$ cat config.mk
export PLATFORM = sky130hd
export DESIGN_NAME = rst_sequencer
export DESIGN_NICKNAME = d
export VERILOG_FILES = /design/src/rtl/rsq_pkg.sv /design/src/rtl/rsq_sync.sv /design/src/rtl/rsq_seq.sv /design/src/rtl/rsq_cause.sv /design/src/rtl/rst_sequencer.sv
export SDC_FILE = /design/constraint.sdc
export NUM_CORES = 1
export LEC_CHECK = 0
export BUFFER_PORTS_ARGS = -buffer_cell sky130_fd_sc_hd__buf_2
export CAP_MARGIN = 20
export CORE_ASPECT_RATIO = 0.75
export CORE_MARGIN = 2
export CORE_UTILIZATION = 42
export DETAILED_ROUTE_END_ITERATION = 10
export HOLD_SLACK_MARGIN = 0.02
export SETUP_SLACK_MARGIN = 0.4
export SKIP_CTS_REPAIR_TIMING = 1
export SLEW_MARGIN = 20
export SYNTH_ARGS = -nofsm -noshare
export SYNTH_HDL_FRONTEND = slang
export SYNTH_SLANG_ARGS = --single-unit
$ cat constraint.sdc
create_clock -name clk -period 2.5 [get_ports clk]
set_input_delay 0.125 -clock clk [delete_from_list [all_inputs] [get_ports clk]]
set_output_delay 0.125 -clock clk [all_outputs]
set_load 0.01 [all_outputs]
$ cat src/rtl/rsq_pkg.sv
package rsq_pkg;
    localparam int NUM_SRC = 5;

    localparam int SRC_PIN    = 0;
    localparam int SRC_EMERG  = 1;
    localparam int SRC_SUPPLY = 2;
    localparam int SRC_XTAL   = 3;
    localparam int SRC_WDT    = 4;

    // sources that also wipe the I/O register bank
    localparam logic [NUM_SRC-1:0] IO_CLR_MASK =
        (NUM_SRC'(1) << SRC_PIN) | (NUM_SRC'(1) << SRC_SUPPLY) | (NUM_SRC'(1) << SRC_WDT);

    typedef enum logic {
        ST_WAIT = 1'b0,
        ST_RUN  = 1'b1
    } seq_state_e;
endpackage

$ cat src/rtl/rsq_sync.sv
// Asynchronous-assert, synchronous-release stage for one reset source.
module rsq_sync #(
    parameter int STAGES = 2
) (
    input  logic clk,
    input  logic req,
    output logic held
);
    logic [STAGES-1:0] ff_q;

    always_ff @(posedge clk or posedge req) begin
        if (req) ff_q <= '1;
        else     ff_q <= {ff_q[STAGES-2:0], 1'b0};
    end

    assign held = ff_q[STAGES-1];
endmodule

$ cat src/rtl/rsq_seq.sv
// Startup delay: counts DELAY edges after reset release, then runs.
module rsq_seq
    import rsq_pkg::*;
#(
    parameter int DELAY = 4100
) (
    input  logic clk,
    input  logic rst_any,
    output logic run
);
    localparam int CW = $clog2(DELAY);
    localparam logic [CW-1:0] LAST = CW'(DELAY - 1);

    typedef struct packed {
        seq_state_e     st;
        logic [CW-1:0]  cnt;
    } seq_t;

    seq_t s_d, s_q;

    always_comb begin
        s_d = s_q;
        if (s_q.st == ST_WAIT) begin
            if (s_q.cnt == LAST) begin
                s_d.st  = ST_RUN;
                s_d.cnt = '0;
            end else begin
                s_d.cnt = s_q.cnt + 1'b1;
            end
        end
    end

    always_ff @(posedge clk or posedge rst_any) begin
        if (rst_any) s_q <= '{st: ST_WAIT, cnt: '0};
        else         s_q <= s_d;
    end

    assign run = (s_q.st == ST_RUN);
endmodule

$ cat src/rtl/rsq_cause.sv
// Snapshot of held sources; frozen once all sources are released.
module rsq_cause
    import rsq_pkg::*;
(
    input  logic               clk,
    input  logic               rst_any,
    input  logic [NUM_SRC-1:0] held_vec,
    output logic [NUM_SRC-1:0] cause
);
    logic [NUM_SRC-1:0] cause_d, cause_q;

    always_comb begin
        cause_d = cause_q;
        if (rst_any) cause_d = held_vec;
    end

    always_ff @(posedge clk) begin
        cause_q <= cause_d;
    end

    assign cause = cause_q;
endmodule

$ cat src/rtl/rst_sequencer.sv
module rst_sequencer
    import rsq_pkg::*;
#(
    parameter int DELAY       = 4100,
    parameter int SYNC_STAGES = 2
) (
    input  logic               clk,
    input  logic               pin_rst_n,
    input  logic               emerg_rst_n,
    input  logic               supply_low,
    input  logic               xtal_fault,
    input  logic               wdt_ovf,
    output logic               dig_rst_n,
    output logic               io_clr,
    output logic               cpu_rst_n,
    output logic               fetch_en,
    output logic [NUM_SRC-1:0] rst_cause
);
    logic [NUM_SRC-1:0] req;
    logic [NUM_SRC-1:0] held;
    logic               rst_any;
    logic               run;

    always_comb begin
        req             = '0;
        req[SRC_PIN]    = ~pin_rst_n;
        req[SRC_EMERG]  = ~emerg_rst_n;
        req[SRC_SUPPLY] = supply_low;
        req[SRC_XTAL]   = xtal_fault;
        req[SRC_WDT]    = wdt_ovf;
    end

    for (genvar i = 0; i < NUM_SRC; i++) begin : g_src
        rsq_sync #(.STAGES(SYNC_STAGES)) u_sync (
            .clk  (clk),
            .req  (req[i]),
            .held (held[i])
        );
    end

    assign rst_any = |held;

    rsq_seq #(.DELAY(DELAY)) u_seq (
        .clk     (clk),
        .rst_any (rst_any),
        .run     (run)
    );

    rsq_cause u_cause (
        .clk      (clk),
        .rst_any  (rst_any),
        .held_vec (held),
        .cause    (rst_cause)
    );

    assign dig_rst_n = ~rst_any;
    assign io_clr    = |(held & IO_CLR_MASK);
    assign fetch_en  = run;
    assign cpu_rst_n = run;
endmodule

### Yosys cells after proc, flatten, opt, wreduce, memory -nomap -nowiden

Cells that the tools add are included.

* reductions and logical operators: 2
* eq/ne operators: 1
* bitwise operators: 1
* add/subtract/negate cells: 1
* multiplexer cells: 3

Operator list (number)
* two-way mux 14 bit: 1
* adder 13 x 1 -> 13 bit, second input constant: 1
* equality test 13 bit, second input constant: 1
* two-way mux 13 bit: 1
* OR reduction 5 bit: 1
* OR reduction 3 bit: 1
* two-way mux 1 bit: 1
* inverter 1 bit: 1

* input bits: 6
* register bits after elaboration: 29
* output and inout bits: 9

### Depth between registers and ports, before layout

Gate-level depths: netlist of run 1.

* word-level depth: 3
* depth in mapped cells: 4
* mapped depth without buffers: 4

### Hierarchy

From an unflattened synthesis of run 1, not the netlist that was laid out.

* cells, all modules: 93
* area total of the unflattened synthesis: 1171.1 um2

By module, submodules not included
* rsq_seq: area each 683.2 um2, cells each 62, times used 1, sequential area each 350.3 um2
* rsq_sync: area each 60.1 um2, cells each 4, times used 5, sequential area each 52.6 um2
* rsq_cause: area each 150.1 um2, cells each 5, times used 1, sequential area each 150.1 um2
* rst_sequencer: area each 37.5 um2, cells each 6, times used 1, sequential area each 0.0 um2

### Worst setup path after synthesis of run 1

OpenSTA, ideal clock, no wires.

* path type: register to output
* start: register g_src[0].u_sync.ff_q[1]
* end: output dig_rst_n
* data arrival time: 1595 ps
* stages on the path, launching flop included: 4
* path slack: 780 ps
* buffers on the path: 0
* cell sequence: dfstp_2 -> or3_1 -> or3_1 -> inv_1

* cells in the longest elaborated chain, start to end: 2

RTL lines
* start, declared: line rsq_sync.sv:9 `logic [STAGES-1:0] ff_q;`
* start signal, assigned: line rsq_sync.sv:13 `else ff_q <= {ff_q[STAGES-2:0], 1'b0};`
* OR reduction 5 bit: line rst_sequencer.sv:41 `assign rst_any = |held;`
* inverter 1 bit: line rst_sequencer.sv:56 `assign dig_rst_n = ~rst_any;`
* end, declared: line rst_sequencer.sv:13 `output logic dig_rst_n,`

No other way between the ends.

### Worst setup path in the final report of run 1

Ends and elaborated chain as after synthesis.

==> reports/metrics.cfg, run 1 <==
[synthesis]
syn_inst=83
edff_count_synth=5
post_synth_main_area_contributors=sky130_fd_sc_hd__dfrtp_1 (31%), sky130_fd_sc_hd__dfstp_2 (23%), sky130_fd_sc_hd__edfxtp_1 (13%)
ys_seq_elements=29
synth_top_area_share_pct=30.63
yosysWarningCount=0
avgSynthCellArea_um2=13.78
seq_area_frac_synth_pct=66.74
post_synthesis_instance_area_mm2=0.001144
synth.most_common_cell=sky130_fd_sc_hd__dfrtp_1
ys.flop_type=sky130_fd_sc_hd__dfrtp_1
synth_cell_type_count=34
synth-async-reset-ratio_pct=82.76
synthTopCellsByCount=sky130_fd_sc_hd__dfrtp_1 (14), sky130_fd_sc_hd__dfstp_2 (10), sky130_fd_sc_hd__xnor2_1 (8)
synth_top_cell_by_area=sky130_fd_sc_hd__dfrtp_1

[floorplanning]
boundaryPins=15
design.core.area_mm2=0.002603
die_width_um=64.26
die_y_um=49.19
die_area_mm2=0.003161
floorplan.rows=16
initial_core_util_pct=43.94

[route]
route.layer.met1.wl_um=922
met3RoutedLength_um=84
drc=0
routed.top_layer=met4
antenna_violating_nets_post_route=0
initialDrtViolationCount=28
route.detailed.wl_per_inst_um=12.12
vias=712
wl_met2_um=757
detail_route.wirelength_um=1794
post_drt_via_cell_ratio=4.811
first_pass_iters=4

[grt]
wire_length_of_the_first_global_routing_pass_um=3146
pin_count_of_the_biggest_net_entering_global_routing=15
antenna_violations_before_repair=0
global_route.usage.total_pct=13.60
grt_overflow_total=0
via_count_of_the_first_global_routing_pass=681

[sta]
timing.final.setup_violations=0
clock_skew_ps=15.76
min_period_ps=1842
timing.final.crit_share_pct=73.67
timing.fmax_mhz=542.9
rsz0062_at_grt=false
post_route_setup_tns_ps=0
layout_setup_ws_ps=658.2
count_of_endpoints_failing_hold_in_the_final_timing_report=0
final_max_slew_viol_count=0

[layout]
final_layout_size_suffix_gt1_share_pct=33.04
seqCellArea_um2=763.2
antenna-diode-count=0
multi_input_area_um2=361.6
layout.filler_cells=240
finish.net_count=118
area_growth_syn_to_fin_pct=20.24

[setup_path]
worstPathArrival_ps=1720
crit_path_start=g_src[0].u_sync.ff_q[1]
critPathMaxFanout=6
timing.critical_path.required_ps=2380
start_kind=flop
worst_setup_path_end_kind=output pin
crit_path_cell_trace=or3_1 > or3_1 > inv_1 > buf_2
worstSetupPathType=flop to output pin
reg2reg_setup_slack_ps=810
reg2reg_depth=4
cpMaxStageDelayCell=sky130_fd_sc_hd__or3_1
cp_max_stage_delay_ps=430
worst_r2r_startpoint=u_seq.s_q[0]
worstReg2RegEnd=u_seq.s_q[1]
timing.critical_path.mode_cell=sky130_fd_sc_hd__or3_1
cp-endpoint=dig_rst_n

[pwr]
p_leak_uw=0.0006259
power_density_mw_per_mm2=591.3
fin_total_pwr_uw=813.1
maximum_vdd_drop_mv=0.3241

[cts]
root_buffer=sky130_fd_sc_hd__clkbuf_4
cts_buffer_depth=2
cts_clock_pin_slew_for_the_worst_setup_and_hold_paths_ps=80
cts_max_level=2
numClockSinks=29
insertion_delay_ps=320
numCtsBuffers=5
cts_tree=built

[placed_design]
gp_routability_congestion=0.8142
portBuffers=14
dp_slack_ps=838.0
hpwlAfterDp_um=1233

[job]
drv_cap=0

[worst_hold_path]
hold_class=input port to async pin

[outcome]
outcome=completed

## cells in the final DEF (no fill, tap or decap), types with 2 or more instances in the layout
| cell type | n |
|---|---|
| sky130_fd_sc_hd__nand2_1 | 5 |
| sky130_fd_sc_hd__or3_1 | 2 |
| sky130_fd_sc_hd__dfrtp_1 | 14 |
| sky130_fd_sc_hd__clkbuf_1 | 2 |
| sky130_fd_sc_hd__edfxtp_1 | 5 |
| sky130_fd_sc_hd__inv_1 | 5 |
| sky130_fd_sc_hd__dlygate4sd3_1 | 5 |
| sky130_fd_sc_hd__clkbuf_4 | 5 |
| sky130_fd_sc_hd__nand4_1 | 5 |
| sky130_fd_sc_hd__and4b_1 | 2 |
| sky130_fd_sc_hd__dfstp_2 | 10 |
| sky130_fd_sc_hd__o21ai_0 | 2 |
| sky130_fd_sc_hd__conb_1 | 5 |
| sky130_fd_sc_hd__buf_2 | 14 |
| sky130_fd_sc_hd__xnor2_1 | 8 |
## metrics by stage
stage / hold slack [ps] / area (µm²) / utilization, % / std cells
3_5_place_dp: 80.41 / 1266 / 48.65 / 135
2_1_floorplan: -22.84 / 1159 / - / 87
5_1_grt: 289.9 / 1375 / 52.84 / 148
3_3_place_gp: 75.10 / 1266 / 48.65 / 135
4_1_cts: -265.2 / 1325 / 50.91 / 143
6_report: 293.6 / 1375 / 52.84 / 148
## routing by layer
layer / vias up / track usage, %
met5: - / 0
met4: 0 / 7.447
met3: 4 / 5.543
met2: 14 / 17.01
met1: 347 / 19.75
li1: 347 / -
## worst min-delay path by stage
stage / start / slack [ps] / to
3_3_place_gp: pin_rst_n / 80 / g_src[0].u_sync.ff_q[0]
5_1_grt: pin_rst_n / 290 / g_src[0].u_sync.ff_q[0]
3_5_place_dp: pin_rst_n / 80 / g_src[0].u_sync.ff_q[1]
4_1_cts: pin_rst_n / -270 / g_src[0].u_sync.ff_q[0]
2_1_floorplan: pin_rst_n / -20 / g_src[0].u_sync.ff_q[0]
6_report: pin_rst_n / 290 / g_src[0].u_sync.ff_q[1]
## worst max-delay path: cells and delay by family (launching register included)
family                 cells  cell delay (ps)
buffers and inverters      2              240
DFF                        1              370
and+or+nand+nor            2              800
## kinds of logic after synthesis
family	after synthesis	synth area share (%)
buffers and inverters	8	2.955
other	1	0.3279
adders and majority gates	1	1.094
xor gates and xnor gates	9	6.893
AOI/OAI and AO/OA	7	4.814
and+or+nand+nor	28	17.18
DFF	29	66.74
## registers in the layout, summed over array words and instances (netlist names)
register	count
u_cause.cause	5
g_src.u_sync.ff_q	10
u_seq.run	1
u_seq.s_q	13
## power by group
part,internal (µW),switching [µW]
sequential,499,3.77
clock,139,148
combinational,12.2,11.5
total,650,163
## layout make-up
cell class / count / area share [%]
flip-flops and latches: 29 / 55.50
multi-input cells: 50 / 26.30
repair buffers: 20 / 9.281
clock buffers: 8 / 4.277
well taps: 36 / 3.276
inverters: 5 / 1.365
Power figures use the tool's default switching activity.
==> run 2, diff against run 1 <==
==> constraint.sdc (replaced) <==
create_clock -name clk -period 1.5 [get_ports clk]
set_input_delay 0.075 -clock clk [delete_from_list [all_inputs] [get_ports clk]]
set_output_delay 0.075 -clock clk [all_outputs]
set_load 0.01 [all_outputs]
==> reports/metrics.cfg, run 2 (synthesized netlist as in run 1, its figures left out) <==
[outcome]
outcome=complete, but fails checks
failed_checks=negative setup slack

[floorplanning]
die_y_um=49.19  ; unchanged
die_area_mm2=0.003161  ; unchanged
floorplan.rows=16  ; unchanged
initial_core_util_pct=43.94  ; unchanged
die_width_um=64.26  ; unchanged
boundaryPins=15  ; unchanged
design.core.area_mm2=0.002603  ; unchanged

[route]
detail_route.wirelength_um=2208  ; +23%
antenna_violating_nets_post_route=0  ; unchanged
post_drt_via_cell_ratio=4.866  ; +1.1%
route.detailed.wl_per_inst_um=13.46  ; +11%
vias=798  ; +12%
drc=0  ; unchanged
routed.top_layer=met4
wl_met2_um=1023  ; +35%
initialDrtViolationCount=71  ; +150%
route.layer.met1.wl_um=1027  ; +11%
met3RoutedLength_um=99  ; +18%
first_pass_iters=5  ; +1

[job]
drv_cap=0  ; unchanged

[grt]
via_count_of_the_first_global_routing_pass=730  ; +7.2%
global_route.usage.total_pct=15.74  ; +2.1 points
antenna_violations_before_repair=0  ; unchanged
grt_overflow_total=0  ; unchanged
pin_count_of_the_biggest_net_entering_global_routing=15  ; unchanged
wire_length_of_the_first_global_routing_pass_um=3498  ; +11%

[cts]
numCtsBuffers=5  ; unchanged
numClockSinks=29  ; unchanged
cts_tree=built
root_buffer=sky130_fd_sc_hd__clkbuf_4
cts_buffer_depth=2  ; unchanged
insertion_delay_ps=330  ; about the same
cts_max_level=2  ; unchanged
cts_clock_pin_slew_for_the_worst_setup_and_hold_paths_ps=80  ; about the same

[setup_path]
worstPathArrival_ps=1660  ; -60 ps
worst_setup_path_end_kind=output pin
start_kind=flop
timing.critical_path.required_ps=1420  ; -960 ps
worstSetupPathType=flop to output pin
reg2reg_depth=3  ; -1
critPathMaxFanout=2  ; -4

[pwr]
p_leak_uw=0.0007261  ; +16%
maximum_vdd_drop_mv=0.6202  ; +91%
fin_total_pwr_uw=1323  ; +63%
power_density_mw_per_mm2=841.6  ; +42%

[placed_design]
dp_slack_ps=-136.5  ; -974.5 ps
portBuffers=14  ; unchanged
gp_routability_congestion=0.7720  ; -5.2%
hpwlAfterDp_um=1447  ; +17%
dpl.cell_count=144  ; +6.7%

[worst_hold_path]
hold_class=input port to async pin

[layout]
layoutNonFillerInstCount=164  ; +11%
seqCellArea_um2=764.5  ; +0.16%
layout.filler_cells=215  ; -10%
area_growth_syn_to_fin_pct=37.42
layout.cells.most_common_list=sky130_fd_sc_hd__buf_4 (14), sky130_fd_sc_hd__dfrtp_1 (13), sky130_fd_sc_hd__dfstp_2 (10), sky130_fd_sc_hd__buf_2 (10)
top_register=u_seq.s_q
fin_util_pct=60.38  ; +7.5 points
mostFrequentLayoutCell=sky130_fd_sc_hd__buf_4
finish.net_count=134  ; +14%
antenna-diode-count=0  ; unchanged
largest_reg_flops=13  ; unchanged
multi_input_area_um2=406.6  ; +12%
final_layout_size_suffix_gt1_share_pct=50.00  ; +17 points

[sta]
min_period_ps=1731
clock_skew_ps=10.72  ; -5.041 ps
timing.final.setup_violations=10  ; +10
final_max_slew_viol_count=0  ; unchanged
layout_setup_ws_ps=-230.6  ; -888.8 ps
rsz0062_at_grt=true
timing.fmax_mhz=577.8
count_of_endpoints_failing_hold_in_the_final_timing_report=0  ; unchanged
timing.final.crit_share_pct=115.4

[run 2: changes by cell type in the layout (fill, tap and decap cells not counted), sizes merged]
cell / change
inv: -1
buf: +16
clkinvlp: +1
[run 2: metrics by stage]
stage	hold slack (ps)	cell area, µm²	setup TNS, ps
floorplan	-72.84	1181	0
global placement	23.34	1354	-178.5
detailed placement	29.62	1354	-354.1
CTS	-325.3	1403	-662.6
global route	208.0	1572	-1160
finish	220.2	1572	-640.2
[run 2: critical path, cell delays in order, from the launching register on]
cell	delay [ps]
sky130_fd_sc_hd__dfstp_2	370
sky130_fd_sc_hd__or3_4	380
sky130_fd_sc_hd__or3_4	410
sky130_fd_sc_hd__clkinvlp_4	80
sky130_fd_sc_hd__buf_6	90
[run 2: area by class of cell]
class | count | area share (%)
repair buffers | 36 | 18.07
inverters | 5 | 1.433
clock buffers | 8 | 3.105
multi-input cells | 50 | 25.88
well taps | 36 | 2.866
flip-flops and latches | 29 | 48.65
[run 2: final timing paths]
check                                              from                       to  slack [ps]
max in group asynchronous       g_src[0].u_sync.ff_q[1]                u_seq.run         230
worst min-delay path                        emerg_rst_n  g_src[1].u_sync.ff_q[0]         220
worst min register to register  g_src[0].u_sync.ff_q[0]  g_src[0].u_sync.ff_q[1]         360
worst max-delay path            g_src[0].u_sync.ff_q[1]                dig_rst_n        -230
min in group clk                g_src[0].u_sync.ff_q[0]  g_src[0].u_sync.ff_q[1]         360
worst max register to register  g_src[0].u_sync.ff_q[1]         u_cause.cause[4]         -60
[run 2: routing by layer]
metal | vias to the layer above | track usage [%]
li1 | 378 | -
met1 | 393 | 20.91
met2 | 20 | 21.53
met3 | 7 | 6.236
met4 | 0 | 9.574
met5 | - | 0
[run 2: power by group]
part | leakage, µW | switching [µW] | internal [µW] | total (µW)
Sequential | 0.000344 | 7.34 | 832 | 840
Clock | 0.0000265 | 251 | 186 | 437
Combinational | 0.000355 | 21.0 | 25.1 | 46.1
Total | 0.000726 | 279 | 1040 | 1320
